===== config.mk =====
export PLATFORM = sky130hd
export DESIGN_NAME = spi_crc_unit
export DESIGN_NICKNAME = d
export VERILOG_FILES = /design/src/rtl/spi_crc_pkg.sv /design/src/rtl/spi_crc_engine.sv /design/src/rtl/spi_crc_txfsm.sv /design/src/rtl/spi_crc_rxfsm.sv /design/src/rtl/spi_crc_unit.sv
export SDC_FILE = /design/constraint.sdc
export NUM_CORES = 1
export LEC_CHECK = 0
export CORE_MARGIN = 2
export CORE_UTILIZATION = 50
export CTS_CLUSTER_DIAMETER = 80
export DETAILED_ROUTE_END_ITERATION = 8
export DONT_BUFFER_PORTS = 1
export PLACE_DENSITY = 0.77
export SKIP_CTS_REPAIR_TIMING = 1
export SYNTH_ARGS = -nofsm -noshare
export SYNTH_HDL_FRONTEND = slang
export SYNTH_SLANG_ARGS = --single-unit

===== constraint.sdc =====
create_clock -name clk -period 8.9 [get_ports clk]
set_clock_uncertainty 0.15 [all_clocks]
set_input_delay 0.445 -clock clk [delete_from_list [all_inputs] [get_ports clk]]
set_output_delay 0.445 -clock clk [all_outputs]
set_load 0.005 [all_outputs]

===== src/rtl/spi_crc_pkg.sv =====
package spi_crc_pkg;

    typedef enum logic [1:0] {
        TX_RUN  = 2'd0,
        TX_LAST = 2'd1,
        TX_SEND = 2'd2
    } tx_state_e;

    typedef enum logic [1:0] {
        RX_RUN  = 2'd0,
        RX_LAST = 2'd1,
        RX_CHK  = 2'd2
    } rx_state_e;

    // register addresses
    localparam int A_CTRL  = 0;
    localparam int A_POLY  = 1;
    localparam int A_TXCRC = 2;
    localparam int A_RXCRC = 3;
    localparam int A_STAT  = 4;
    localparam int A_DATA  = 5;

    // control bits
    localparam int CB_EN   = 0;
    localparam int CB_ARM  = 1;
    localparam int CB_IE   = 2;
    localparam int CB_WIDE = 3;
    localparam int CB_RDMA = 4;

    // status bits
    localparam int SB_ERR  = 0;
    localparam int SB_FULL = 1;

endpackage


===== src/rtl/spi_crc_engine.sv =====
module spi_crc_engine #(
    parameter int W = 16
) (
    input  logic         clk,
    input  logic         rst_n,
    input  logic         clear,
    input  logic         upd,
    input  logic         wide,
    input  logic [W-1:0] din,
    input  logic [W-1:0] poly,
    output logic [W-1:0] crc
);
    localparam int HALF = W / 2;
    localparam logic [W-1:0] LO_MASK = {{(W-HALF){1'b0}}, {HALF{1'b1}}};

    function automatic logic [W-1:0] crc_step(
        input logic [W-1:0] cur,
        input logic [W-1:0] d,
        input logic [W-1:0] p,
        input logic         wd
    );
        logic [W-1:0] c;
        logic         fb;
        int           top;
        c   = cur;
        top = wd ? W - 1 : HALF - 1;
        for (int i = W - 1; i >= 0; i--) begin
            if (wd || i < HALF) begin
                fb = c[top] ^ d[i];
                c  = c << 1;
                if (!wd) c = c & LO_MASK;
                if (fb) c = c ^ (wd ? p : (p & LO_MASK));
            end
        end
        return c;
    endfunction

    always_ff @(posedge clk or negedge rst_n) begin
        if (!rst_n)     crc <= '0;
        else if (clear) crc <= '0;
        else if (upd)   crc <= crc_step(crc, din, poly, wide);
    end


    crc_hold_chk: assert property (@(posedge clk) disable iff (!rst_n)
        (!upd && !clear) |=> $stable(crc));

endmodule


===== src/rtl/spi_crc_txfsm.sv =====
module spi_crc_txfsm import spi_crc_pkg::*; #(
    parameter int W = 16
) (
    input  logic         clk,
    input  logic         rst_n,
    input  logic         en,
    input  logic         arm,
    input  logic         frame_done,
    input  logic [W-1:0] crc,
    output logic         upd,
    output logic         crc_req,
    output logic [W-1:0] crc_word,
    output logic         busy
);
    tx_state_e st, st_nx;

    always_ff @(posedge clk or negedge rst_n) begin
        if (!rst_n) st <= TX_RUN;
        else        st <= st_nx;
    end

    always_comb begin
        st_nx = st;
        unique case (st)
            TX_RUN:  if (arm) st_nx = frame_done ? TX_SEND : TX_LAST;
            TX_LAST: if (frame_done) st_nx = TX_SEND;
            TX_SEND: if (frame_done) st_nx = TX_RUN;
            default: st_nx = TX_RUN;
        endcase
        if (!en) st_nx = TX_RUN;
    end

    always_comb begin
        upd      = en && frame_done && (st != TX_SEND);
        crc_req  = (st == TX_SEND);
        crc_word = crc;
        busy     = (st != TX_RUN);
    end


    req_hold_chk: assert property (@(posedge clk) disable iff (!rst_n)
        (crc_req && !frame_done && en) |=> crc_req);


    word_stable_chk: assert property (@(posedge clk) disable iff (!rst_n)
        (crc_req && !frame_done && en) |=> $stable(crc_word));


    req_after_frame_chk: assert property (@(posedge clk) disable iff (!rst_n)
        $rose(crc_req) |-> $past(frame_done));

endmodule


===== src/rtl/spi_crc_rxfsm.sv =====
module spi_crc_rxfsm import spi_crc_pkg::*; #(
    parameter int W = 16
) (
    input  logic         clk,
    input  logic         rst_n,
    input  logic         en,
    input  logic         arm,
    input  logic         frame_done,
    input  logic [W-1:0] frame,
    input  logic [W-1:0] mask,
    input  logic [W-1:0] crc,
    output logic         upd,
    output logic         err_set,
    output logic         busy
);
    rx_state_e st, st_nx;

    always_ff @(posedge clk or negedge rst_n) begin
        if (!rst_n) st <= RX_RUN;
        else        st <= st_nx;
    end

    always_comb begin
        st_nx = st;
        unique case (st)
            RX_RUN:  if (arm) st_nx = frame_done ? RX_CHK : RX_LAST;
            RX_LAST: if (frame_done) st_nx = RX_CHK;
            RX_CHK:  if (frame_done) st_nx = RX_RUN;
            default: st_nx = RX_RUN;
        endcase
        if (!en) st_nx = RX_RUN;
    end

    always_comb begin
        upd     = en && frame_done && (st != RX_CHK);
        err_set = en && frame_done && (st == RX_CHK) && ((frame & mask) != crc);
        busy    = (st != RX_RUN);
    end


    chk_leaves_chk: assert property (@(posedge clk) disable iff (!rst_n)
        (st == RX_CHK && frame_done) |=> (st == RX_RUN));

endmodule


===== src/rtl/spi_crc_unit.sv =====
module spi_crc_unit import spi_crc_pkg::*; #(
    parameter int DATA_W = 16,
    parameter int ADDR_W = 3
) (
    input  logic              clk,
    input  logic              rst_n,
    input  logic [ADDR_W-1:0] reg_addr,
    input  logic              reg_wr,
    input  logic              reg_rd,
    input  logic [DATA_W-1:0] reg_wdata,
    output logic [DATA_W-1:0] reg_rdata,
    input  logic              tx_done,
    input  logic [DATA_W-1:0] tx_word,
    input  logic              rx_done,
    input  logic [DATA_W-1:0] rx_word,
    input  logic              dma_count_done,
    output logic              tx_crc_req,
    output logic [DATA_W-1:0] tx_crc_word,
    output logic              dma_rd_req,
    output logic              irq
);
    localparam int HALF_W = DATA_W / 2;
    localparam logic [DATA_W-1:0] LO_MASK  = {{(DATA_W-HALF_W){1'b0}}, {HALF_W{1'b1}}};
    localparam logic [DATA_W-1:0] POLY_RST = DATA_W'(7);

    logic              en_q, ie_q, wide_q, rdma_q;
    logic              err_q, full_q;
    logic [DATA_W-1:0] poly_q, data_q;
    logic [DATA_W-1:0] tx_crc, rx_crc, frame_mask;
    logic              tx_upd, rx_upd, err_set, tx_busy, rx_busy;
    logic              wr_ctrl, wr_poly, wr_stat, rd_data;
    logic              en_rise, arm;

    assign wr_ctrl    = reg_wr && (reg_addr == ADDR_W'(A_CTRL));
    assign wr_poly    = reg_wr && (reg_addr == ADDR_W'(A_POLY));
    assign wr_stat    = reg_wr && (reg_addr == ADDR_W'(A_STAT));
    assign rd_data    = reg_rd && (reg_addr == ADDR_W'(A_DATA));
    assign en_rise    = wr_ctrl && reg_wdata[CB_EN] && !en_q;
    assign arm        = en_q && ((wr_ctrl && reg_wdata[CB_ARM]) || dma_count_done);
    assign frame_mask = wide_q ? '1 : LO_MASK;

    always_ff @(posedge clk or negedge rst_n) begin
        if (!rst_n) begin
            en_q   <= 1'b0;
            ie_q   <= 1'b0;
            wide_q <= 1'b0;
            rdma_q <= 1'b0;
            poly_q <= POLY_RST;
        end else begin
            if (wr_ctrl) begin
                en_q   <= reg_wdata[CB_EN];
                ie_q   <= reg_wdata[CB_IE];
                wide_q <= reg_wdata[CB_WIDE];
                rdma_q <= reg_wdata[CB_RDMA];
            end
            if (wr_poly) poly_q <= reg_wdata;
        end
    end

    always_ff @(posedge clk or negedge rst_n) begin
        if (!rst_n) begin
            err_q  <= 1'b0;
            full_q <= 1'b0;
            data_q <= '0;
        end else begin
            if (err_set)                            err_q <= 1'b1;
            else if (wr_stat && !reg_wdata[SB_ERR]) err_q <= 1'b0;
            if (rx_done) begin
                full_q <= 1'b1;
                data_q <= rx_word & frame_mask;
            end else if (rd_data) begin
                full_q <= 1'b0;
            end
        end
    end

    spi_crc_engine #(.W(DATA_W)) u_tx_crc (
        .clk   (clk),
        .rst_n (rst_n),
        .clear (en_rise),
        .upd   (tx_upd),
        .wide  (wide_q),
        .din   (tx_word),
        .poly  (poly_q),
        .crc   (tx_crc)
    );

    spi_crc_engine #(.W(DATA_W)) u_rx_crc (
        .clk   (clk),
        .rst_n (rst_n),
        .clear (en_rise),
        .upd   (rx_upd),
        .wide  (wide_q),
        .din   (rx_word),
        .poly  (poly_q),
        .crc   (rx_crc)
    );

    spi_crc_txfsm #(.W(DATA_W)) u_tx_fsm (
        .clk        (clk),
        .rst_n      (rst_n),
        .en         (en_q),
        .arm        (arm),
        .frame_done (tx_done),
        .crc        (tx_crc),
        .upd        (tx_upd),
        .crc_req    (tx_crc_req),
        .crc_word   (tx_crc_word),
        .busy       (tx_busy)
    );

    spi_crc_rxfsm #(.W(DATA_W)) u_rx_fsm (
        .clk        (clk),
        .rst_n      (rst_n),
        .en         (en_q),
        .arm        (arm),
        .frame_done (rx_done),
        .frame      (rx_word),
        .mask       (frame_mask),
        .crc        (rx_crc),
        .upd        (rx_upd),
        .err_set    (err_set),
        .busy       (rx_busy)
    );

    always_comb begin
        reg_rdata = '0;
        case (reg_addr)
            ADDR_W'(A_CTRL): begin
                reg_rdata[CB_EN]   = en_q;
                reg_rdata[CB_ARM]  = tx_busy || rx_busy;
                reg_rdata[CB_IE]   = ie_q;
                reg_rdata[CB_WIDE] = wide_q;
                reg_rdata[CB_RDMA] = rdma_q;
            end
            ADDR_W'(A_POLY):  reg_rdata = poly_q;
            ADDR_W'(A_TXCRC): reg_rdata = tx_crc;
            ADDR_W'(A_RXCRC): reg_rdata = rx_crc;
            ADDR_W'(A_STAT): begin
                reg_rdata[SB_ERR]  = err_q;
                reg_rdata[SB_FULL] = full_q;
            end
            ADDR_W'(A_DATA):  reg_rdata = data_q;
            default:          reg_rdata = '0;
        endcase
    end

    assign irq        = err_q && ie_q;
    assign dma_rd_req = full_q && rdma_q;


    err_source_chk: assert property (@(posedge clk) disable iff (!rst_n)
        $rose(err_q) |-> $past(rx_done));


    err_sticky_chk: assert property (@(posedge clk) disable iff (!rst_n)
        (err_q && !(wr_stat && !reg_wdata[SB_ERR])) |=> err_q);


    full_source_chk: assert property (@(posedge clk) disable iff (!rst_n)
        $rose(full_q) |-> $past(rx_done));


    arm_gated_chk: assert property (@(posedge clk) disable iff (!rst_n)
        (!en_q && !tx_busy) |=> !tx_crc_req);

endmodule


[Word-level counts from Yosys, hierarchy flattened]
Cells that the tools add are included.
Word-level totals
  flip-flop bits (word level): 74
  input bits: 58
  output and inout port bits: 35
  word-level logic and storage cells: 454
Cells by class
  $lt $le $gt $ge: 1
  eq/ne operators: 18
  multiplexer cells: 326
  bitwise gates (word level): 65
  reductions and logical operators: 32
Operator list (count)
  $mux W16: 210
  $xor A16 B16 Y16: 32
  $bmux W1 S4: 32
  $mux W1: 68
  $pmux W11 S4: 1
  $lt A32 B6 Y1 const B: 1
  $xor A1 B1 Y1: 32
  $mux W2: 10
  $ne A3 B3 Y1 const B: 6
  $logic_and A1 B1 Y1: 17
  $and A16 B16 Y16: 1
  $ne A16 B16 Y1: 1
  $pmux W3 S5: 1
  $pmux W2 S3: 2
  $pmux W2 S6: 1
  $reduce_bool A2 Y1: 6
  $eq A3 B2 Y1 const B: 2
  $eq A3 B3 Y1 const B: 2
  $reduce_and A3 Y1: 2
  $eq A2 B1 Y1 const B: 2
  $eq A2 B2 Y1 const B: 2
  $logic_not A2 Y1: 2
  $mux W4: 1
  $ne A2 B2 Y1 const B: 2
  4 further kinds: 6

[Longest topological paths before layout]
  depth in word-level cells: 122
  mapped depth: 40
  depth with buffers taken out: 33

[By module]
A second synthesis with hierarchy kept.
Second synthesis, totals
  cell total of the unflattened synthesis: 2597
  area, all modules: 18395.1 µm²
Modules (own cells, without submodules)
  spi_crc_engine: times used 2, cells an instance 1166, area each 7856.3 µm², seq. area each 400.4 µm²
  spi_crc_unit: times used 1, cells an instance 186, area each 2077.0 µm², seq. area each 954.7 µm²
  spi_crc_rxfsm: times used 1, cells an instance 52, area each 375.4 µm², seq. area each 50.0 µm²
  spi_crc_txfsm: times used 1, cells an instance 27, area each 230.2 µm², seq. area each 50.0 µm²

[Least setup slack after synthesis]
Ideal clock, no wire load.
  kind: input -> register
  from: input port rx_word[15]
  to: register u_rx_crc.crc[14]
  setup time: 0.070 ns
  arrival time: 9.650 ns
  data required time: 8.680 ns
  slack: -0.970 ns
  stages on the path: 36
  buffers on the path: 3
  path through: buf_4 xnor2_4 o221ai_1 or4_1 or3_1 a2111o_1 and2_1 xnor3_2 nor2_1 xnor3_1 a211o_1 and4b_1 or3_1 buf_2 mux2i_1 or3_1 and3_1 or3_1 o311a_1 o21ai_2 a211o_1 nand3_2 o311ai_1 nor2_1 a2111o_1 or4_1 a21oi_1 or3_1 a31oi_1 nor3_2 nor3_2 o311a_1 o21a_1 buf_2 or4_1 nand3_1
On the way
  word-level cells in the longest chain between the ends: 117
  elaborated cells on any way between the ends: 177
  those cells by class: mux: 146; bitwise: 31
Ends and longest elaborated chain
  start, declared: RTL line spi_crc_unit.sv:15  | input logic [DATA_W-1:0] rx_word,
  $xor A1 B1 Y1 *: RTL line spi_crc_engine.sv:29  | fb = c[top] ^ d[i];
  $mux W16 *: RTL line spi_crc_engine.sv:32  | if (fb) c = c ^ (wd ? p : (p & LO_MASK));
  $mux W16 *: RTL line spi_crc_engine.sv:28  | if (wd || i < HALF) begin
  $mux W16 *: RTL line spi_crc_engine.sv:41  | else if (upd) crc <= crc_step(crc, din, poly, wide);
  $mux W16 *: RTL line spi_crc_engine.sv:40  | else if (clear) crc <= '0;
  $bmux W1 S4 or $mux W16 (tied branches): RTL line spi_crc_engine.sv:29, spi_crc_engine.sv:28
  $mux W1 (implied by the code) or $mux W16 (tied branches): RTL line spi_crc_engine.sv:29, spi_crc_engine.sv:41
  $mux W1 (implied by the code) or $mux W16 (tied branches): RTL line spi_crc_engine.sv:29, spi_crc_engine.sv:40
  [... 101 more ...]
  $mux W16 *: RTL line spi_crc_engine.sv:40
  $bmux W1 S4 or $mux W16 (tied branches): RTL line spi_crc_engine.sv:29, spi_crc_engine.sv:31
  $mux W1 (implied by the code) or $mux W16 (tied branches): RTL line spi_crc_engine.sv:29, spi_crc_engine.sv:41
  $mux W1 (implied by the code) or $mux W16 (tied branches): RTL line spi_crc_engine.sv:29, spi_crc_engine.sv:40
  $xor A1 B1 Y1 or $xor A16 B16 Y16 (tied branches): RTL line spi_crc_engine.sv:29, spi_crc_engine.sv:32
  $mux W16 *: RTL line spi_crc_engine.sv:32
  $mux W16 *: RTL line spi_crc_engine.sv:41
  $mux W16 *: RTL line spi_crc_engine.sv:40
  end signal, assigned: RTL line spi_crc_engine.sv:41
  end, declared: RTL line spi_crc_engine.sv:11  | output logic [W-1:0] crc
Every way passes the cells marked *; elsewhere a longest branch is shown, timed or not. The select of a mux whose other input is x is not followed.
A chain may end at the register's enable or synchronous reset.

[Worst setup path after layout]
  from: register wide_q
  to: register u_rx_crc.crc[14]
On the way
  word-level cells in the longest chain between the ends: 121
  elaborated cells on any way between the ends: 183
  those cells by class: mux: 151; bitwise: 32
Ends and longest elaborated chain
  start, declared: RTL line spi_crc_unit.sv:26  | logic en_q, ie_q, wide_q, rdma_q;
  start signal, assigned: RTL line spi_crc_unit.sv:53  | wide_q <= reg_wdata[CB_WIDE];
  $mux W4: RTL line spi_crc_engine.sv:26  | top = wd ? W - 1 : HALF - 1;
  $bmux W1 S4: RTL line spi_crc_engine.sv:29
  $mux W1 (implied by the code) (2 in series): RTL line spi_crc_engine.sv:29
  $xor A1 B1 Y1: RTL line spi_crc_engine.sv:29
  $mux W16: RTL line spi_crc_engine.sv:32
  $mux W16: RTL line spi_crc_engine.sv:28
  $mux W16: RTL line spi_crc_engine.sv:41
  $mux W16: RTL line spi_crc_engine.sv:40
  [... 104 more ...]
  $mux W16: RTL line spi_crc_engine.sv:40
  $bmux W1 S4 or $mux W16 (tied branches): RTL line spi_crc_engine.sv:29, spi_crc_engine.sv:31
  $mux W1 (implied by the code) or $mux W16 (tied branches): RTL line spi_crc_engine.sv:29, spi_crc_engine.sv:41
  $mux W1 (implied by the code) or $mux W16 (tied branches): RTL line spi_crc_engine.sv:29, spi_crc_engine.sv:40
  $xor A1 B1 Y1 or $xor A16 B16 Y16 (tied branches): RTL line spi_crc_engine.sv:29, spi_crc_engine.sv:32
  $mux W16 *: RTL line spi_crc_engine.sv:32
  $mux W16 *: RTL line spi_crc_engine.sv:41
  $mux W16 *: RTL line spi_crc_engine.sv:40
Marks and branches as above.

==> results.py <==
metrics = {
    "synth": {
        "synth_ff_type": "dfrtp_1",
        "synthCells": 2272,
        "async_flop_share": 1.00,
        "yosysSeqAreaShare": 0.115,
        "avgSynthCellArea_um2": 7.09,
        "synth_largest_area_cell": "xnor2_1",
        "synth.distinct_cells": 120,
        "synthesis.area_um2": 16100,
        "yosys_warnings": 0,
        "ys_ff_latch": 74,
        "yosys.area.top_type_share": 0.205,
        "synth-edff-count": 0,
        "synth.area.top_cells": "xnor2_1 21%, dfrtp_1 11%, nand2_1 11%, xor2_1 3.9%, clkbuf_1 3.3%",
        "syn-num-nets": 2330,
    },
    "worst_setup_path": {
        "crit_type": "reg -> reg",
        "cp_top_family": "compound AO/OA/AOI/OAI gates",
        "critical_path.most_common_cell": "buf_4",
        "r2r_start": "wide_q$_DFFE_PN0P_",
        "start_kind": "register",
        "arrival_ps": 10250,
        "end_kind": "register",
        "critical_path.endpoint": "u_rx_crc.crc[14]$_DFFE_PN0P_",
        "cp_num_buf_inv": 8,
        "crit_start": "wide_q$_DFFE_PN0P_",
        "crit_cells": 40,
        "critPathMaxFanout": 11,
        "slowest_delay_ps": 550,
        "reg2reg_to": "u_rx_crc.crc[14]$_DFFE_PN0P_",
        "r2r_slack_ps": -1200,
        "reg2regPathDepth": 40,
        "cpMaxStageDelayCell": "or4_4",
        "required_ps": 9050,
    },
    "sta": {
        "setup_slack_ps": -1200,
        "slew_viol_final": 0,
        "period_minus_slack_ps": 10100,
        "rsz0062_at_grt": "true",
        "holdWs_ps": 34.6,
        "final-hold-violation-count": 0,
        "fin_crit_sh": 1.14,
        "fmax_ghz": 0.0990,
        "finalSetupViolCount": 32,
        "worst_slew_pin_slew_ps": 1320,
        "relSlewSlack": 0.116,
    },
    "global_routing": {
        "grt_start_max_net_pins": 75,
        "antenna_found_initial": 3,
        "grt_usage": 0.380,
        "grt-ovfl-total": 0,
        "grt_pass1_wl_um": 99500,
        "grt_pass1_vias": 17487,
    },
    "floorplan": {
        "rows": 65,
        "initial_utilization": 0.509,
        "coreArea_um2": 31600,
        "ioPinCount": 93,
        "die_h_um": 183,
        "dieArea_um2": 33700,
        "fp.dieW_um": 183,
    },
    "clock_tree": {
        "root_buffer": "clkbuf_16",
        "clkLatencyLatePin_ps": 360,
        "cts_inserted_buffers": 9,
        "cts_tree": "done",
        "cts.htree.levels": 3,
        "cts.sinks": 74,
        "clk_pin_slew_ps": 70,
        "clockBufferDepth": 2,
    },
    "route": {
        "routedWlPerCell_um": 23.2,
        "avgViaCountPerCell": 6.57,
        "drtPass1Iterations": 6,
        "first_iter_violations": 2611,
        "vias": 19085,
        "wl_um": 67300,
        "ant_nets": 0,
        "drc": 0,
    },
    "min_path": {
        "hold_path.class": "in -> reg",
    },
    "run_status": {
        "violations": "negative setup slack",
        "status": "finished with violations",
    },
    "placement": {
        "dp_hpwl_um": 48900,
        "numPortBuffers": 0,
        "place_congestion": 0.988,
    },
    "cells_and_area": {
        "drive_above_1_share": 0.272,
        "synthToLayoutAreaGrowth_pct": 27.2,
        "nNetsFinal": 2553,
    },
    "flow_run": {
        "maxCapViolations": 0,
    },
}
[cell usage after synthesis, drive strengths merged, types with 35 or more instances]
library cell / instances
nor2: 130
o21ai: 97
xor2: 73
nand2: 462
xnor2: 382
nand3: 91
clkbuf: 141
buf: 53
dfrtp: 71
mux2i: 35
nor3: 64
a21oi: 67
[worst min-delay path by stage]
stage               startpoint                            to  slack, ps  cells after the start
floorplan                rst_n         data_q[0]$_DFFE_PN0P_       -0.6                      0
global placement         rst_n    u_tx_fsm.st[0]$_DFFE_PN0P_        0.7                      0
detailed placement       rst_n    u_tx_fsm.st[0]$_DFFE_PN0P_        0.5                      0
CTS                      rst_n  u_rx_crc.crc[12]$_DFFE_PN0P_       -380                      0
global route           rx_done            full_q$_DFFE_PN0P_         40                      1
finish                 rx_done         data_q[8]$_DFFE_PN0P_         30                      1
[flip-flops by register name (all words and copies together), names as in the netlist]
name,flops
data_q,16
en_q,1
err_q,1
full_q,1
ie_q,1
poly_q,16
rdma_q,1
u_rx_crc.crc,16
u_rx_fsm.st,2
u_tx_crc.crc,16
u_tx_fsm.st,2
wide_q,1
[cells by family (layout without fill, tap and decap cells)]
logic type	after synthesis	after routing	share of synthesized area
and+or+nand+nor	980	980	0.290
xor gates and xnor gates	476	476	0.281
AOI/OAI and AO/OA	448	449	0.210
buffers and inverters	231	458	0.0571
DFF	74	74	0.115
muxes	63	63	0.0469
other	0	1	0
[metal layers]
layer  up-vias  GRT usage  wire length, µm  part of all wire
met5         -          0               10           0.00015
met4         2      0.203             4590             0.068
li1       8398          -                -                 -
met2      1333      0.583            28600              0.43
met3       338     0.0917             8620              0.13
met1      9014      0.494            25500              0.38
[layout by cell type, fill, tap and decap left out, types with 23 or more instances in the layout]
cell type | netlist | final
nand2_1 | 458 | 455
buf_4 | 4 | 380
xnor2_1 | 377 | 351
nor2_1 | 130 | 123
nand3_1 | 90 | 85
xor2_1 | 72 | 68
dfrtp_1 | 71 | 66
o21ai_0 | 75 | 64
a21oi_1 | 65 | 61
nor3_1 | 60 | 48
inv_1 | 33 | 32
a22oi_1 | 29 | 28
mux2i_1 | 30 | 26
xnor2_2 | 4 | 26
nand4_1 | 24 | 24
o21ai_1 | 21 | 24
and3_1 | 24 | 23
[layout make-up]
| class | instances | area, µm² |
|---|---|---|
| sequential | 74 | 1860 |
| tap | 402 | 503 |
| inverter | 37 | 139 |
| clock buffer | 9 | 225 |
| antenna | 1 | 2.50 |
| clock inverter | 7 | 85.1 |
| multi-input combinational | 1968 | 14500 |
| fill | 2656 | 11200 |
| timing repair buffer | 405 | 3180 |
[worst reg2reg max path: cells and delay by family (launching register included)]
family / cells / cell delay, ps
AO/OA/AOI/OAI: 17 / 4310
XOR/XNOR: 2 / 840
buffers and inverters: 8 / 1250
flip-flops: 1 / 510
multiplexers: 2 / 440
AND/OR/NAND/NOR: 11 / 2570
[stage by stage]
stage	worst slack [ps]	instance area [µm²]	std cells	utilization	setup TNS, ps
finish	-1200	20500	2903	0.647	-32810
CTS	-1120	19300	2871	0.611	-31420
floorplan	-501	16500	2272	-	-12000
detailed placement	-1050	19000	2855	0.601	-29370
global placement	-833	19000	2855	0.601	-22430
global route	-1510	20500	2902	0.647	-43770
Power is left out: the tool's default activity adds up to more than one toggle a clock period on the data nets, which glitch-free logic cannot reach.
